[src/rtl/intc_pkg.sv]
package intc_pkg;
  localparam int unsigned HALF_W      = 16;
  localparam int unsigned ADDR_W      = 3;
  localparam int unsigned MASTER_ADDR = 0;
  localparam int unsigned EN_BASE     = 1;
endpackage

[src/rtl/intc_flags.sv]
module intc_flags #(
  parameter int unsigned NUM_SRC = 32,
  parameter int unsigned HALF_W  = intc_pkg::HALF_W,
  parameter int unsigned ADDR_W  = intc_pkg::ADDR_W
) (
  input  logic               clk,
  input  logic               rst,
  input  logic [NUM_SRC-1:0] src,
  input  logic               wr_en,
  input  logic [ADDR_W-1:0]  wr_addr,
  input  logic [HALF_W-1:0]  wr_data,
  output logic [NUM_SRC-1:0] flg_q,
  output logic [NUM_SRC-1:0] flg_n
);
  localparam int unsigned NUM_HALF = NUM_SRC / HALF_W;
  localparam int unsigned FLG_BASE = intc_pkg::EN_BASE + NUM_HALF;

  logic [NUM_SRC-1:0] clr;

  for (genvar h = 0; h < NUM_HALF; h++) begin : g_half
    assign clr[h*HALF_W +: HALF_W] =
      (wr_en && wr_addr == ADDR_W'(FLG_BASE + h)) ? wr_data : '0;
  end

  // a new request outranks an acknowledge of the same bit
  assign flg_n = (flg_q & ~clr) | src;

  always_ff @(posedge clk) begin
    if (rst) flg_q <= '0;
    else     flg_q <= flg_n;
  end


  raise_sets_chk: assert property (@(posedge clk) disable iff (rst)
    (src != '0) |=> ((flg_q & $past(src)) == $past(src)));


  ack_clears_chk: assert property (@(posedge clk) disable iff (rst)
    ((clr & ~src) != '0) |=> ((flg_q & $past(clr & ~src)) == '0));
endmodule

[src/rtl/intc_enables.sv]
module intc_enables #(
  parameter int unsigned NUM_SRC = 32,
  parameter int unsigned HALF_W  = intc_pkg::HALF_W,
  parameter int unsigned ADDR_W  = intc_pkg::ADDR_W
) (
  input  logic               clk,
  input  logic               rst,
  input  logic               wr_en,
  input  logic [ADDR_W-1:0]  wr_addr,
  input  logic [HALF_W-1:0]  wr_data,
  output logic               men_q,
  output logic               men_n,
  output logic [NUM_SRC-1:0] en_q,
  output logic [NUM_SRC-1:0] en_n
);
  localparam int unsigned NUM_HALF = NUM_SRC / HALF_W;

  assign men_n = (wr_en && wr_addr == ADDR_W'(intc_pkg::MASTER_ADDR))
                 ? wr_data[0] : men_q;

  for (genvar h = 0; h < NUM_HALF; h++) begin : g_half
    assign en_n[h*HALF_W +: HALF_W] =
      (wr_en && wr_addr == ADDR_W'(intc_pkg::EN_BASE + h))
      ? wr_data : en_q[h*HALF_W +: HALF_W];
  end

  always_ff @(posedge clk) begin
    if (rst) begin
      men_q <= 1'b0;
      en_q  <= '0;
    end else begin
      men_q <= men_n;
      en_q  <= en_n;
    end
  end


  en_hold_chk: assert property (@(posedge clk) disable iff (rst)
    !wr_en |=> $stable(en_q));
endmodule

[src/rtl/intc_halt.sv]
module intc_halt #(
  parameter int unsigned NUM_SRC = 32
) (
  input  logic               clk,
  input  logic               rst,
  input  logic [NUM_SRC-1:0] src,
  input  logic [NUM_SRC-1:0] en_q,
  input  logic               halt_req,
  output logic               halted_q
);
  logic wake;

  // release ignores the master switch on purpose
  assign wake = (src & en_q) != '0;

  always_ff @(posedge clk) begin
    if (rst)           halted_q <= 1'b0;
    else if (wake)     halted_q <= 1'b0;
    else if (halt_req) halted_q <= 1'b1;
  end


  wake_cause_chk: assert property (@(posedge clk) disable iff (rst)
    $fell(halted_q) |-> $past(wake));


  halt_cause_chk: assert property (@(posedge clk) disable iff (rst)
    $rose(halted_q) |-> $past(halt_req));
endmodule

[src/rtl/intc_top.sv]
module intc_top #(
  parameter int unsigned NUM_SRC = 32,
  parameter int unsigned HALF_W  = intc_pkg::HALF_W,
  parameter int unsigned ADDR_W  = intc_pkg::ADDR_W
) (
  input  logic               clk,
  input  logic               rst,
  input  logic [NUM_SRC-1:0] src_pulse,
  input  logic               wr_en,
  input  logic [ADDR_W-1:0]  wr_addr,
  input  logic [HALF_W-1:0]  wr_data,
  input  logic [ADDR_W-1:0]  rd_addr,
  output logic [HALF_W-1:0]  rd_data,
  input  logic               cpu_mask,
  input  logic               halt_req,
  output logic               cpu_irq,
  output logic               cpu_halted
);
  localparam int unsigned NUM_HALF = NUM_SRC / HALF_W;
  localparam int unsigned FLG_BASE = intc_pkg::EN_BASE + NUM_HALF;

  logic               men_q, men_n;
  logic [NUM_SRC-1:0] en_q, en_n, flg_q, flg_n;
  logic [HALF_W-1:0]  rd_mux;

  intc_enables #(.NUM_SRC(NUM_SRC), .HALF_W(HALF_W), .ADDR_W(ADDR_W)) u_en (
    .clk(clk), .rst(rst), .wr_en(wr_en), .wr_addr(wr_addr), .wr_data(wr_data),
    .men_q(men_q), .men_n(men_n), .en_q(en_q), .en_n(en_n));

  intc_flags #(.NUM_SRC(NUM_SRC), .HALF_W(HALF_W), .ADDR_W(ADDR_W)) u_flg (
    .clk(clk), .rst(rst), .src(src_pulse), .wr_en(wr_en), .wr_addr(wr_addr),
    .wr_data(wr_data), .flg_q(flg_q), .flg_n(flg_n));

  intc_halt #(.NUM_SRC(NUM_SRC)) u_halt (
    .clk(clk), .rst(rst), .src(src_pulse), .en_q(en_q),
    .halt_req(halt_req), .halted_q(cpu_halted));

  // level is built from next-state values so every write re-evaluates it
  always_ff @(posedge clk) begin
    if (rst) cpu_irq <= 1'b0;
    else     cpu_irq <= men_n && ((en_n & flg_n) != '0) && !cpu_mask;
  end

  always_comb begin
    rd_mux = '0;
    if (rd_addr == ADDR_W'(intc_pkg::MASTER_ADDR)) rd_mux[0] = men_q;
    for (int h = 0; h < NUM_HALF; h++) begin
      if (rd_addr == ADDR_W'(intc_pkg::EN_BASE + h))
        rd_mux = en_q[h*HALF_W +: HALF_W];
      if (rd_addr == ADDR_W'(FLG_BASE + h))
        rd_mux = flg_q[h*HALF_W +: HALF_W];
    end
  end

  always_ff @(posedge clk) begin
    if (rst) rd_data <= '0;
    else     rd_data <= rd_mux;
  end


  irq_cause_chk: assert property (@(posedge clk) disable iff (rst)
    cpu_irq |-> (men_q && ((en_q & flg_q) != '0)));


  irq_masked_chk: assert property (@(posedge clk) disable iff (rst)
    cpu_irq |-> !$past(cpu_mask));
endmodule

[config.mk]
export PLATFORM = sky130hd
export DESIGN_NAME = intc_top
export DESIGN_NICKNAME = d
export VERILOG_FILES = /design/src/rtl/intc_pkg.sv /design/src/rtl/intc_flags.sv /design/src/rtl/intc_enables.sv /design/src/rtl/intc_halt.sv /design/src/rtl/intc_top.sv
export SDC_FILE = /design/constraint.sdc
export NUM_CORES = 1
export LEC_CHECK = 0
export BUFFER_PORTS_ARGS = -buffer_cell sky130_fd_sc_hd__buf_2
export CAP_MARGIN = 20
export CELL_PAD_IN_SITES_DETAIL_PLACEMENT = 2
export CELL_PAD_IN_SITES_GLOBAL_PLACEMENT = 2
export CORE_ASPECT_RATIO = 1.5
export CORE_MARGIN = 4
export CORE_UTILIZATION = 38
export CTS_CLUSTER_SIZE = 30
export DETAILED_ROUTE_END_ITERATION = 16
export PLACE_DENSITY_LB_ADDON = 0.3
export RECOVER_POWER = 100
export SLEW_MARGIN = 40
export SYNTH_ARGS = -nofsm -noshare
export SYNTH_HDL_FRONTEND = slang
export SYNTH_HIERARCHICAL = 1
export SYNTH_SLANG_ARGS = --single-unit
export TNS_END_PERCENT = 1
[constraint.sdc]
create_clock -name clk -period 3.9 [get_ports clk]
set_input_delay 0.195 -clock clk [delete_from_list [all_inputs] [get_ports clk]]
set_output_delay 0.195 -clock clk [all_outputs]
set_load 0.01 [all_outputs]
; Yosys cells after proc, flatten, opt, wreduce, memory -nomap -nowiden
; Cells that the tools add are included.
; W data, S select, Z words.
[totals]
regBits = 83
out_inout_bits = 18
[op_classes]
eq_ne = 8
mux = 10
bitwise_logic = 5
reduce_logical = 13
[ops]
columns = cell, count
row1 = $mux W16, 8
row2 = $and A32 B32 Y32, 3
row3 = $reduce_bool A32 Y1, 2
row4 = $not A32 Y32, 1
row5 = $or A32 B32 Y32, 1
row6 = $eq A3 B2 Y1 const B, 4
row7 = $logic_and A1 B1 Y1, 7
row8 = $eq A3 B1 Y1 const B, 2
row9 = $eq A3 B3 Y1 const B, 2
row10 = $logic_not A3 Y1, 2
row11 = $mux W1, 2
row12 = $reduce_or A2 Y1, 1
row13 = $logic_not A1 Y1, 1

; Longest topological paths before layout
; Gate-level depths: netlist of run 1.
[depth]
depth_word = 10
depth_mapped = 8
mapped_depth_nobuf = 6

; By module
; The synthesis of run 1 kept the hierarchy.
[by_module_without_submodules]
columns = module, instances, cells_per_inst, area_each_um2, seq_area_each_um2
row1 = intc_enables, 1, 165, 1790.5, 660.6
row2 = intc_flags, 1, 173, 1545.2, 640.6
row3 = intc_top, 1, 133, 1211.2, 340.3
row4 = intc_halt, 1, 23, 226.5, 20.0

; Worst setup path before layout of run 1
; No wires, ideal clock.
[synth_path]
path_kind = input to register
startpoint = input wr_addr[2]
endpoint = register cpu_irq
arrival_time_ps = 1527
required_time_ps = 3770
setup_slack_ps = 2242
path_stages = 8
cell_sequence = nand4bb_1 -> buf_2 -> buf_6 -> mux2_2 -> a22oi_1 -> nand4_1 -> nor4_1 -> nor4b_1
[synth_between]
elab_cells_between_ends = 22
[synth_rtl]
columns = item, line_no
row1 = from (decl), intc_top.sv:10  ; input logic [ADDR_W-1:0] wr_addr,
row2 = $eq A3 B2 Y1, intc_enables.sv:23  ; (wr_en && wr_addr == ADDR_W'(intc_pkg::EN_BASE + h))
row3 = $logic_and A1 B1 Y1, intc_enables.sv:23
row4 = $mux W16, intc_enables.sv:24  ; ? wr_data : en_q[h*HALF_W +: HALF_W];
row5 = named net en_n[23], intc_top.sv:23  ; logic [NUM_SRC-1:0] en_q, en_n, flg_q, flg_n;
row6 = $and A32 B32 Y32, intc_top.sv:41  ; else cpu_irq <= men_n && ((en_n & flg_n) != '0) && !cpu_mask;
row7 = $reduce_bool A32 Y1, intc_top.sv:41
row8 = $logic_and A1 B1 Y1 (2 in a row), intc_top.sv:41
row9 = to (signal assigned), intc_top.sv:41
row10 = to (decl), intc_top.sv:16  ; output logic cpu_irq,
; The timed path passes the listed nets, and every way through them passes these cells.
; A chain may end at the register's enable or synchronous reset.

; Final worst setup path of run 1
[layout_path]
startpoint = input rd_addr[1]
endpoint = register rd_data[7]
[layout_between]
elab_chain_len = 5
elab_cells_between_ends = 8
[layout_lines]
columns = item, line_no
row1 = from (decl), intc_top.sv:12  ; input logic [ADDR_W-1:0] rd_addr,
row2 = $eq A3 B1 Y1, intc_top.sv:48  ; if (rd_addr == ADDR_W'(intc_pkg::EN_BASE + h))
row3 = $mux W16, intc_top.sv:48
row4 = $mux W16, intc_top.sv:50  ; if (rd_addr == ADDR_W'(FLG_BASE + h))
row5 = $mux W16, intc_top.sv:48
row6 = $mux W16 *, intc_top.sv:50
row7 = to (signal assigned), intc_top.sv:57  ; else rd_data <= rd_mux;
row8 = to (decl), intc_top.sv:13  ; output logic [HALF_W-1:0] rd_data,
; Every way passes the cells marked *; elsewhere a longest branch is shown, timed or not.

==> out/metrics.csv, run 1 <==
metric,value,unit
First DRT Iteration DRCs,185,
"top cells by area, synth","dfxtp_1 35%, mux2_2 10%, mux2i_1 6.9%",
Mapped Cells,494,
wl on met1,7108,microns
I/O pin total,77,
Avg WL per Cell,25.77,microns
clk_lat worst skew,0.35,ns
failing checks,"max-capacitance violations, max-slew violations",
first-pass GRT wire length,28120,microns
row count,49,
final setup TNS,0,ns
crit share post-route,0.7080,
VDD IR max,0.0003566,V
register area share after synthesis,0.3481,
P&R area growth vs syn,12.50,%
largest net degree at the start of global routing,45,
vias in the first global route,4828,
Slew @ Worst Pin,1.846,ns
FMAX,362.2,MHz
cell area power density,416.1,nW/um^2
Syn Area/Cell,9.663,sq um
gr usage total,0.2553,
Synth top area share,0.3481,
fin. max-slew vios,83,
number of synthesized flops with an enable pin,0,
PnR worst setup slack,1.139,ns
RSZ-0062 raised after global routing,false,
yosys warns,6,
Hold/Removal Path Class,in2reg,
leading area contributor after synthesis,dfxtp_1,
final clock skew,0.004112,ns
buffers added on ports,76,
Num Clock Sinks,83,
Final #Nets,613,
post-detail-place hpwl,12700,microns
share of layout cells above drive strength 1,0.2343,
Num CTS Buffers,9,
Leak,2.111,nW
Die Y,145.3,microns
routed wire length,18350,microns
Top Layer Used,met4,
DR WL met2,9580,microns
pre-CTS WS,1.657,ns
crit path time final,2.761,ns
top_reg_cell synth,dfxtp_1,
initial antenna violation count,0,
Hold Buf Count CTS,0,
met3 wire len,925,microns
final core occ,0.4424,
outcome,"complete, but fails checks",
First-pass DRT Iterations,5,
gp weighted congestion,0.8526,
post-synthesis cell type count,34,
post-CTS resize count,0,
Yosys reg bits,83,
"top cells by count, synth","83 x dfxtp_1, 49 x nand2b_1, 49 x nor2_1, 43 x mux2_2",
"Reg clk slew, reported paths",0.07,ns
MaxCap Viol Count,3,
most numerous cell in the Yosys netlist,dfxtp_1,
Setup crit end kind,flip-flop,
CTS tree,built,
CTS root buffer,clkbuf_16,
DRC errors left,0,
Ant. Diodes,0,
Via-to-Cell Ratio,6.018,
startpoint types,input port,
Die ar.,14460,sq um
Crit Path Max Fanout,18,
Finish-stage setup viols,0,
Mapped Area,4773,sq um
Post-synth ARST share,0,
crit path DAT,3.01,ns
Die W,99.51,microns
Via Count,4285,
post-CTS setup buffer count,0,
"antenna viol nets, final",0,
Crit Path Class,in2reg,
Starting Density,0.3932,
Syn Nets,553,
core box area,12140,sq um
total grt overflow,0,
Fin. Hold Viols,0,
CTS H-tree lvls,3,
CP required,4.15,ns
CTS Buffer Depth,2,
relative slew slack,-0.2307,
[cell type report]
class                   count  area [sq um]
well taps                 153         191.4
clock buffers              13         280.3
multi-input cells         376          2770
repair buffers             84         399.1
fillers                  1356          6769
flip-flops and latches     83          1662
clock inverters             3         67.56
[flip-flops by register name, indices dropped and copies added, names as in the netlist]
name	count
u_halt/halted_q	1
u_flg/flg_q	32
u_en/en_q	32
cpu_irq	1
rd_data	16
u_en/men_q	1
[final timing paths]
kind | end | slack [ns] | cells after the start | start
worst min register to register | rd_data[1] | 0.50 | 2 | u_flg/flg_q[17]
worst max register to register | cpu_irq | 2.25 | 5 | u_en/en_q[5]
worst max-delay path | rd_data[7] | 1.14 | 5 | rd_addr[1]
worst min-delay path | cpu_irq | 0.06 | 2 | cpu_mask
[layout by cell type, fill, tap and decap left out, types with 9 or more instances in the layout]
cell and instances:
clkbuf_16 9, a22oi_1 34, nand2b_1 49, nor2b_1 34
mux2_2 43, dfxtp_1 83, nor3_1 12, mux2i_1 33
a21oi_1 34, clkbuf_1 25, a211oi_1 31, buf_2 55
nor2_1 49, o21a_1 15
[kinds of logic after synthesis]
group	Yosys count	share of synthesized area
muxes	82	0.1872
buffers and inverters	35	0.05007
DFF	83	0.3481
and+or+nand+nor	166	0.2058
AOI/OAI and AO/OA	128	0.2089
[per-stage QoR]
step	cell area (sq um)	hold slack, ns	cells	total power (W)
2_1_floorplan	4773	0.2678	494	0.001122
3_3_place_gp	5187	0.4183	696	0.001235
3_5_place_dp	5187	0.4295	696	0.001253
4_1_cts	5535	0.05700	712	0.002263
5_1_grt	5370	0.05217	712	0.002319
6_report	5370	0.06118	712	0.002235
[layer usage]
metal / global-route usage / up-vias
met2: 0.4482 / 146
met1: 0.2959 / 2163
met3: 0.04803 / 46
li1: - / 1930
met5: 0 / -
met4: 0.1148 / 0
[worst max-delay path: stages]
cell and delay, ns:
clkbuf_1 0.47, nor2b_1 1.46, a22oi_1 0.36, o21a_1 0.28, nor3_1 0.24
[power by group]
part,switching [W],internal (W),total (W)
sequential,0.0000271,0.000888,0.000915
combinational,0.000191,0.000123,0.000313
clock,0.000375,0.000632,0.00101
(Power assumes the default switching activity.)
==> inputs of run 2 (changes only) <==
--- a/config.mk
+++ b/config.mk
@@ -11,7 +11,7 @@
 export CELL_PAD_IN_SITES_GLOBAL_PLACEMENT = 2
 export CORE_ASPECT_RATIO = 1.5
 export CORE_MARGIN = 4
-export CORE_UTILIZATION = 38
+export CORE_UTILIZATION = 32
 export CTS_CLUSTER_SIZE = 30
 export DETAILED_ROUTE_END_ITERATION = 16
 export PLACE_DENSITY_LB_ADDON = 0.3
==> constraint.sdc (replaced) <==
create_clock -name clk -period 2.5 [get_ports clk]
set_input_delay 0.125 -clock clk [delete_from_list [all_inputs] [get_ports clk]]
set_output_delay 0.125 -clock clk [all_outputs]
set_load 0.01 [all_outputs]
==> run 2 against run 1 <==
The run now ends clean; sequential share of layout area shrank 0.84 points; count of clock-buffer cells in the layout rose by 1; wire length is 3.4% lower; die area is 17% higher; utilization decreased by 6.4 points; flip-flop and latch count did not move; via count down 2.5%; clock skew up 0.0012 ns; cell area grew 2.8%; global-route usage down 4.4 points; critical path type unchanged; largest power group is now sequential cells.
==> out/metrics.csv, run 2 (same netlist as run 1, synthesis figures left out) <==
metric,value,unit,change
outcome,"finished, final reports clean",,"was complete, but fails checks"
startpoint types,input port,,unchanged
MaxCap Viol Count,0,,was 3
Crit Path Max Fanout,10,,was 18
I/O pin total,77,,unchanged
Top Registers,"u_en/en_q (32), u_flg/flg_q (32), rd_data (16)",,unchanged
P&R area growth vs syn,15.65,%,was 12.50%
"Reg clk slew, reported paths",0.06,ns,was 0.07 ns
Finish-stage setup viols,0,,unchanged
Final #Nets,620,,was 613
CTS root buffer,clkbuf_16,,unchanged
Leak,2.158,nW,was 2.111 nW
Setup crit end kind,flip-flop,,unchanged
routed wire length,17720,microns,was 18350 microns
fin. max-slew vios,0,,was 83
DRC errors left,0,,unchanged
PnR worst setup slack,0.5173,ns,was 1.139 ns
final core occ,0.3783,,was 0.4424
flop-to-flop setup slack,0.90,ns,was 2.25 ns
final clock skew,0.005282,ns,was 0.004112 ns
"antenna viol nets, final",0,,unchanged
Starting Density,0.3271,,was 0.3932
initial antenna violation count,0,,unchanged
pre-CTS WS,0.4196,ns,was 1.657 ns
largest net degree at the start of global routing,66,,was 45
relative slew slack,0.3103,,was -0.2307
CTS Buffer Depth,2,,unchanged
buffers added on ports,76,,unchanged
core box area,14590,sq um,was 12140 sq um
gr usage total,0.2114,,was 0.2553
VDD IR max,0.0002735,V,was 0.0003566 V
Crit Path Class,in2reg,,unchanged
Hold/Removal Path Class,in2reg,,unchanged
CTS tree,built,,unchanged
Fin. Hold Viols,0,,unchanged
Slew @ Worst Pin,1.035,ns,was 1.846 ns
hold slack,0.1283,ns,was 0.06118 ns
Via Count,4177,,was 4285
row count,54,,was 49
RSZ-0062 raised after global routing,false,,unchanged
"commonest cells after routing, fill and taps aside","83 x dfxtp_1, 56 x buf_2, 50 x nor2_1",,"was 83 x dfxtp_1, 55 x buf_2, 49 x nor2_1, 49 x nand2b_1, 43 x mux2_2"
total grt overflow,0,,unchanged
CTS H-tree lvls,3,,unchanged
Ant. Diodes,0,,unchanged
Via-to-Cell Ratio,5.482,,was 6.018
First DRT Iteration DRCs,164,,was 185
FMAX,504.4,MHz,
Die W,107.7,microns,was 99.51 microns
Num Clock Sinks,83,,unchanged
Die ar.,16970,sq um,was 14460 sq um
vias in the first global route,4680,,was 4828
Avg WL per Cell,23.26,microns,was 25.77 microns
clk_lat worst skew,0.34,ns,was 0.35 ns
final setup TNS,0,ns,unchanged
gp weighted congestion,0.8529,,was 0.8526
Fillers,1669,,was 1356
crit share post-route,0.7931,,
Num CTS Buffers,9,,unchanged
First-pass DRT Iterations,4,,was 5
crit path time final,1.983,ns,
first-pass GRT wire length,27210,microns,was 28120 microns
share of layout cells above drive strength 1,0.2456,,was 0.2343
crit path DAT,2.20,ns,was 3.01 ns
post-detail-place hpwl,12850,microns,was 12700 microns
Die Y,157.6,microns,was 145.3 microns
CP required,2.72,ns,was 4.15 ns
"most common cell after layout, fill and taps aside",dfxtp_1,,unchanged
cell area power density,595.3,nW/um^2,was 416.1 nW/um^2
-- run 2: cell count changes in the layout (fill, tap and decap cells not counted), sizes merged --
cell         before  now
bufinv            2    1
dlygate4sd3       0    1
clkinv            0    1
buf              59   66
clkinvlp          1    0
-- run 2: cell type report --
class / instances / area, sq um / share of cell area
sequential: 83 / 1662 / 0.3010
clock inverter: 2 / 35.03 / 0.006346
timing repair buffer: 91 / 518.0 / 0.09384
tap: 196 / 245.2 / 0.04442
multi-input combinational: 376 / 2806 / 0.5084
clock buffer: 14 / 254.0 / 0.04601
-- run 2: final timing paths --
path | from | end | cells after the start
worst max-delay path | rd_addr[1] | rd_data[0] | 6
worst min-delay path | wr_data[6] | u_en/en_q[6] | 3
worst max register to register | u_en/en_q[13] | cpu_irq | 5
worst min register to register | u_flg/flg_q[17] | rd_data[1] | 2
-- run 2: critical path, stage by stage --
cell	delay (ns)
clkbuf_1	0.52
clkbuf_1	0.69
mux4_2	0.42
nor2b_1	0.15
a31oi_1	0.22
nor2_1	0.06
-- run 2: per-stage QoR --
step	cell area, sq um	cells	power (W)
2_1_floorplan	4773	494	0.001750
3_3_place_gp	5349	745	0.001948
3_5_place_dp	5349	745	0.001971
4_1_cts	5648	762	0.003336
5_1_grt	5520	762	0.003420
6_report	5520	762	0.003286
-- run 2: layer usage --
layer / track usage / wire length (microns) / up-vias
met2: 0.3796 / 9193 / 82
li1: - / - / 1954
met1: 0.2593 / 7693 / 2122
met4: 0.07040 / 391 / 0
met5: 0 / 0 / -
met3: 0.02693 / 443 / 19
-- run 2: power by group --
group,switching (W),internal [W],total (W)
clock network,0.000556,0.000803,0.00136
logic,0.000298,0.000205,0.000503
registers,0.0000393,0.00139,0.00142
-- run 2: what timing repair did --
item,in CTS,in global routing
hold buffers,1,0
setup buffers,0,0
gates resized for setup,0,0
endpoints found under the hold margin,1,0
==> inputs of run 3 (changes only) <==
--- a/config.mk
+++ b/config.mk
@@ -11,7 +11,7 @@
 export CELL_PAD_IN_SITES_GLOBAL_PLACEMENT = 2
 export CORE_ASPECT_RATIO = 1.5
 export CORE_MARGIN = 4
-export CORE_UTILIZATION = 32
+export CORE_UTILIZATION = 35
 export CTS_CLUSTER_SIZE = 30
 export DETAILED_ROUTE_END_ITERATION = 16
 export PLACE_DENSITY_LB_ADDON = 0.3
==> constraint.sdc (replaced) <==
create_clock -name clk -period 1.9 [get_ports clk]
set_input_delay 0.095 -clock clk [delete_from_list [all_inputs] [get_ports clk]]
set_output_delay 0.095 -clock clk [all_outputs]
set_load 0.01 [all_outputs]
==> run 3 against run 2 <==
Non-clock buffer count grew 18; first-iteration DRC count grew 26%; via count grew 4.8%; clock skew grew 0.0047 ns; global-route usage grew 4.5 points; utilization grew 4.2 points; largest cell class unchanged.
==> out/metrics.csv, run 3 (same netlist as run 1, synthesis figures left out) <==
metric,value,unit,change
core box area,13400,sq um,was 14590 sq um
Starting Density,0.3561,,was 0.3271
crit path time final,1.595,ns,
Hold/Removal Path Class,in2reg,,unchanged
Finish-stage setup viols,0,,unchanged
First DRT Iteration DRCs,206,,was 164
post-CTS setup buffer count,0,,unchanged
Die W,103.4,microns,was 107.7 microns
Hold Buf Count CTS,1,,unchanged
Num CTS Buffers,9,,unchanged
crit path DAT,1.82,ns,was 2.20 ns
met2 usage,0.4524,,was 0.3796
sw frac,0.2756,,was 0.2716
crit-path cells,buf_2 -> nand4bb_1 -> buf_4 -> mux2_2 -> a22oi_1 -> nand4_1 -> nor4_1 -> nor4b_1,,was clkbuf_1 -> clkbuf_1 -> mux4_2 -> nor2b_1 -> a31oi_1 -> nor2_1
Via-to-Cell Ratio,5.869,,was 5.482
Avg WL per Cell,26.12,microns,was 23.26 microns
relative slew slack,0.3920,,was 0.3103
critical path depth,8,,was 6
Power Internal,0.003264,W,was 0.002394 W
Fin. Hold Viols,0,,unchanged
gp weighted congestion,0.8881,,was 0.8529
"CP delay by family, top",simple AND/OR/NAND/NOR gates,,was buffers and inverters
share of layout cells above drive strength 1,0.2723,,was 0.2456
area of the multi-input gates,2801,sq um,was 2806 sq um
Via Count,4378,,was 4177
CTS H-tree lvls,3,,unchanged
P&R area growth vs syn,17.98,%,was 15.65%
Crit Path Max Fanout,12,,was 10
Leak,2.250,nW,was 2.158 nW
final setup TNS,0,ns,unchanged
pre-CTS WS,-0.02081,ns,was 0.4196 ns
Ant. Diodes,0,,unchanged
FMAX,627.1,MHz,
"Slowest-stage cell, CP",mux2_2,,was clkbuf_1
CP Buf/Inv Count,2,,unchanged
Worst path max stage delay,0.35,ns,was 0.69 ns
met3 global-route usage,0.03318,,was 0.02693
CP required,2.13,ns,was 2.72 ns
clock group share of total power,0.428,,was 0.413
"commonest cells after routing, fill and taps aside","83 x dfxtp_1, 57 x buf_2, 49 x nor2_1, 49 x nand2b_1, 43 x mux2_2",,"was 83 x dfxtp_1, 56 x buf_2, 50 x nor2_1"
First-pass DRT Iterations,4,,unchanged
Final #Nets,638,,was 620
gr busiest metal,met2,,unchanged
RSZ-0062 raised after global routing,false,,unchanged
Slew @ Worst Pin,0.9120,ns,was 1.035 ns
final cell count without fillers,746,,was 762
Die Y,151.0,microns,was 157.6 microns
Logic pwr share,0.155,,was 0.153
final core occ,0.4202,,was 0.3783
VDD IR max,0.0004081,V,was 0.0002735 V
hold slack,0.1021,ns,was 0.1283 ns
startpoint types,input port,,unchanged
sequential fraction of design power,0.417,,was 0.433
I/O pin total,77,,unchanged
fin. max-slew vios,0,,unchanged
"Reg clk slew, reported paths",0.07,ns,was 0.06 ns
CTS Buffer Depth,2,,unchanged
post-CTS resize count,0,,unchanged
outcome,"finished, final reports clean",,unchanged
Crit Path Class,in2reg,,unchanged
hold path depth,3,,unchanged
Top Registers,"u_en/en_q (32), u_flg/flg_q (32), rd_data (16)",,unchanged
largest net degree at the start of global routing,45,,was 66
CTS root buffer,clkbuf_16,,unchanged
crit share post-route,0.8393,,
"most common cell after layout, fill and taps aside",dfxtp_1,,unchanged
buffers added on ports,76,,unchanged
worst reg2reg path depth,5,,unchanged
cell area power density,800.2,nW/um^2,was 595.3 nW/um^2
CTS tree,built,,unchanged
sequential cell area,1662,sq um,unchanged
Psw,0.001242,W,was 0.0008926 W
first-pass GRT wire length,29220,microns,was 27210 microns
row count,52,,was 54
Fillers,1495,,was 1669
Die ar.,15610,sq um,was 16970 sq um
clk_lat worst skew,0.35,ns,was 0.34 ns
placed insts,729,,was 745
DRC errors left,0,,unchanged
Setup crit end kind,flip-flop,,unchanged
met1 global-route usage,0.2808,,was 0.2593
post-detail-place hpwl,14790,microns,was 12850 microns
"antenna viol nets, final",0,,unchanged
total grt overflow,0,,unchanged
MaxCap Viol Count,0,,unchanged
final clock skew,0.01002,ns,was 0.005282 ns
routed wire length,19490,microns,was 17720 microns
Num Clock Sinks,83,,unchanged
gr usage total,0.2563,,was 0.2114
PnR worst setup slack,0.3053,ns,was 0.5173 ns
vias in the first global route,4921,,was 4680
initial antenna violation count,0,,unchanged
run 3: cell count changes in the layout (fill, tap and decap cells not counted), sizes merged:
cell,delta
clkinvlp,+1
buf,+17
clkinv,+2
bufinv,+1
clkbuf,-3
run 3: per-stage QoR:
stage / total power [W] / instance area (sq um)
floorplan: 0.002303 / 4773
global placement: 0.002596 / 5435
detailed placement: 0.002626 / 5435
CTS: 0.004565 / 5764
global route: 0.004661 / 5632
finish: 0.004506 / 5632
run 3: routing by layer:
layer | wire [microns] | part of all wire
met1 | 7193 | 0.37
met2 | 10320 | 0.53
met3 | 826 | 0.042
met4 | 1149 | 0.059
met5 | 0 | 0
run 3: worst paths after layout:
| check | startpoint | end | slack [ns] |
|---|---|---|---|
| setup / recovery | wr_addr[0] | cpu_irq | 0.31 |
| hold / removal | wr_data[11] | u_en/en_q[27] | 0.10 |
| setup reg to reg | u_en/en_q[31] | rd_data[15] | 0.35 |
| hold reg to reg | u_flg/flg_q[27] | rd_data[11] | 0.51 |
run 3: final cells by class:
| cell class | instances | area share |
|---|---|---|
| clock inverter | 6 | 0.01600 |
| sequential | 83 | 0.2950 |
| tap | 162 | 0.03599 |
| multi-input combinational | 376 | 0.4974 |
| clock buffer | 10 | 0.04066 |
| timing repair buffer | 109 | 0.1149 |
run 3: power by group through the flow:
| stage | sequential [W] | combinational [W] | clock [W] |
|---|---|---|---|
| 6_report | 0.00188 | 0.000699 | 0.00193 |
| 5_1_grt | 0.00189 | 0.000754 | 0.00202 |
| 3_3_place_gp | 0.00191 | 0.000685 | 0 |
| 3_5_place_dp | 0.00192 | 0.000711 | 0 |
| 2_1_floorplan | 0.00190 | 0.000400 | 0 |
| 4_1_cts | 0.00188 | 0.000724 | 0.00196 |
run 3: worst register-to-register path, cell delays in order, from the launching register on:
cell and delay, ns:
dfxtp_1 0.42, mux2_2 0.19, a22oi_1 0.08, o21a_1 0.19, nor3_1 0.43, buf_4 0.19
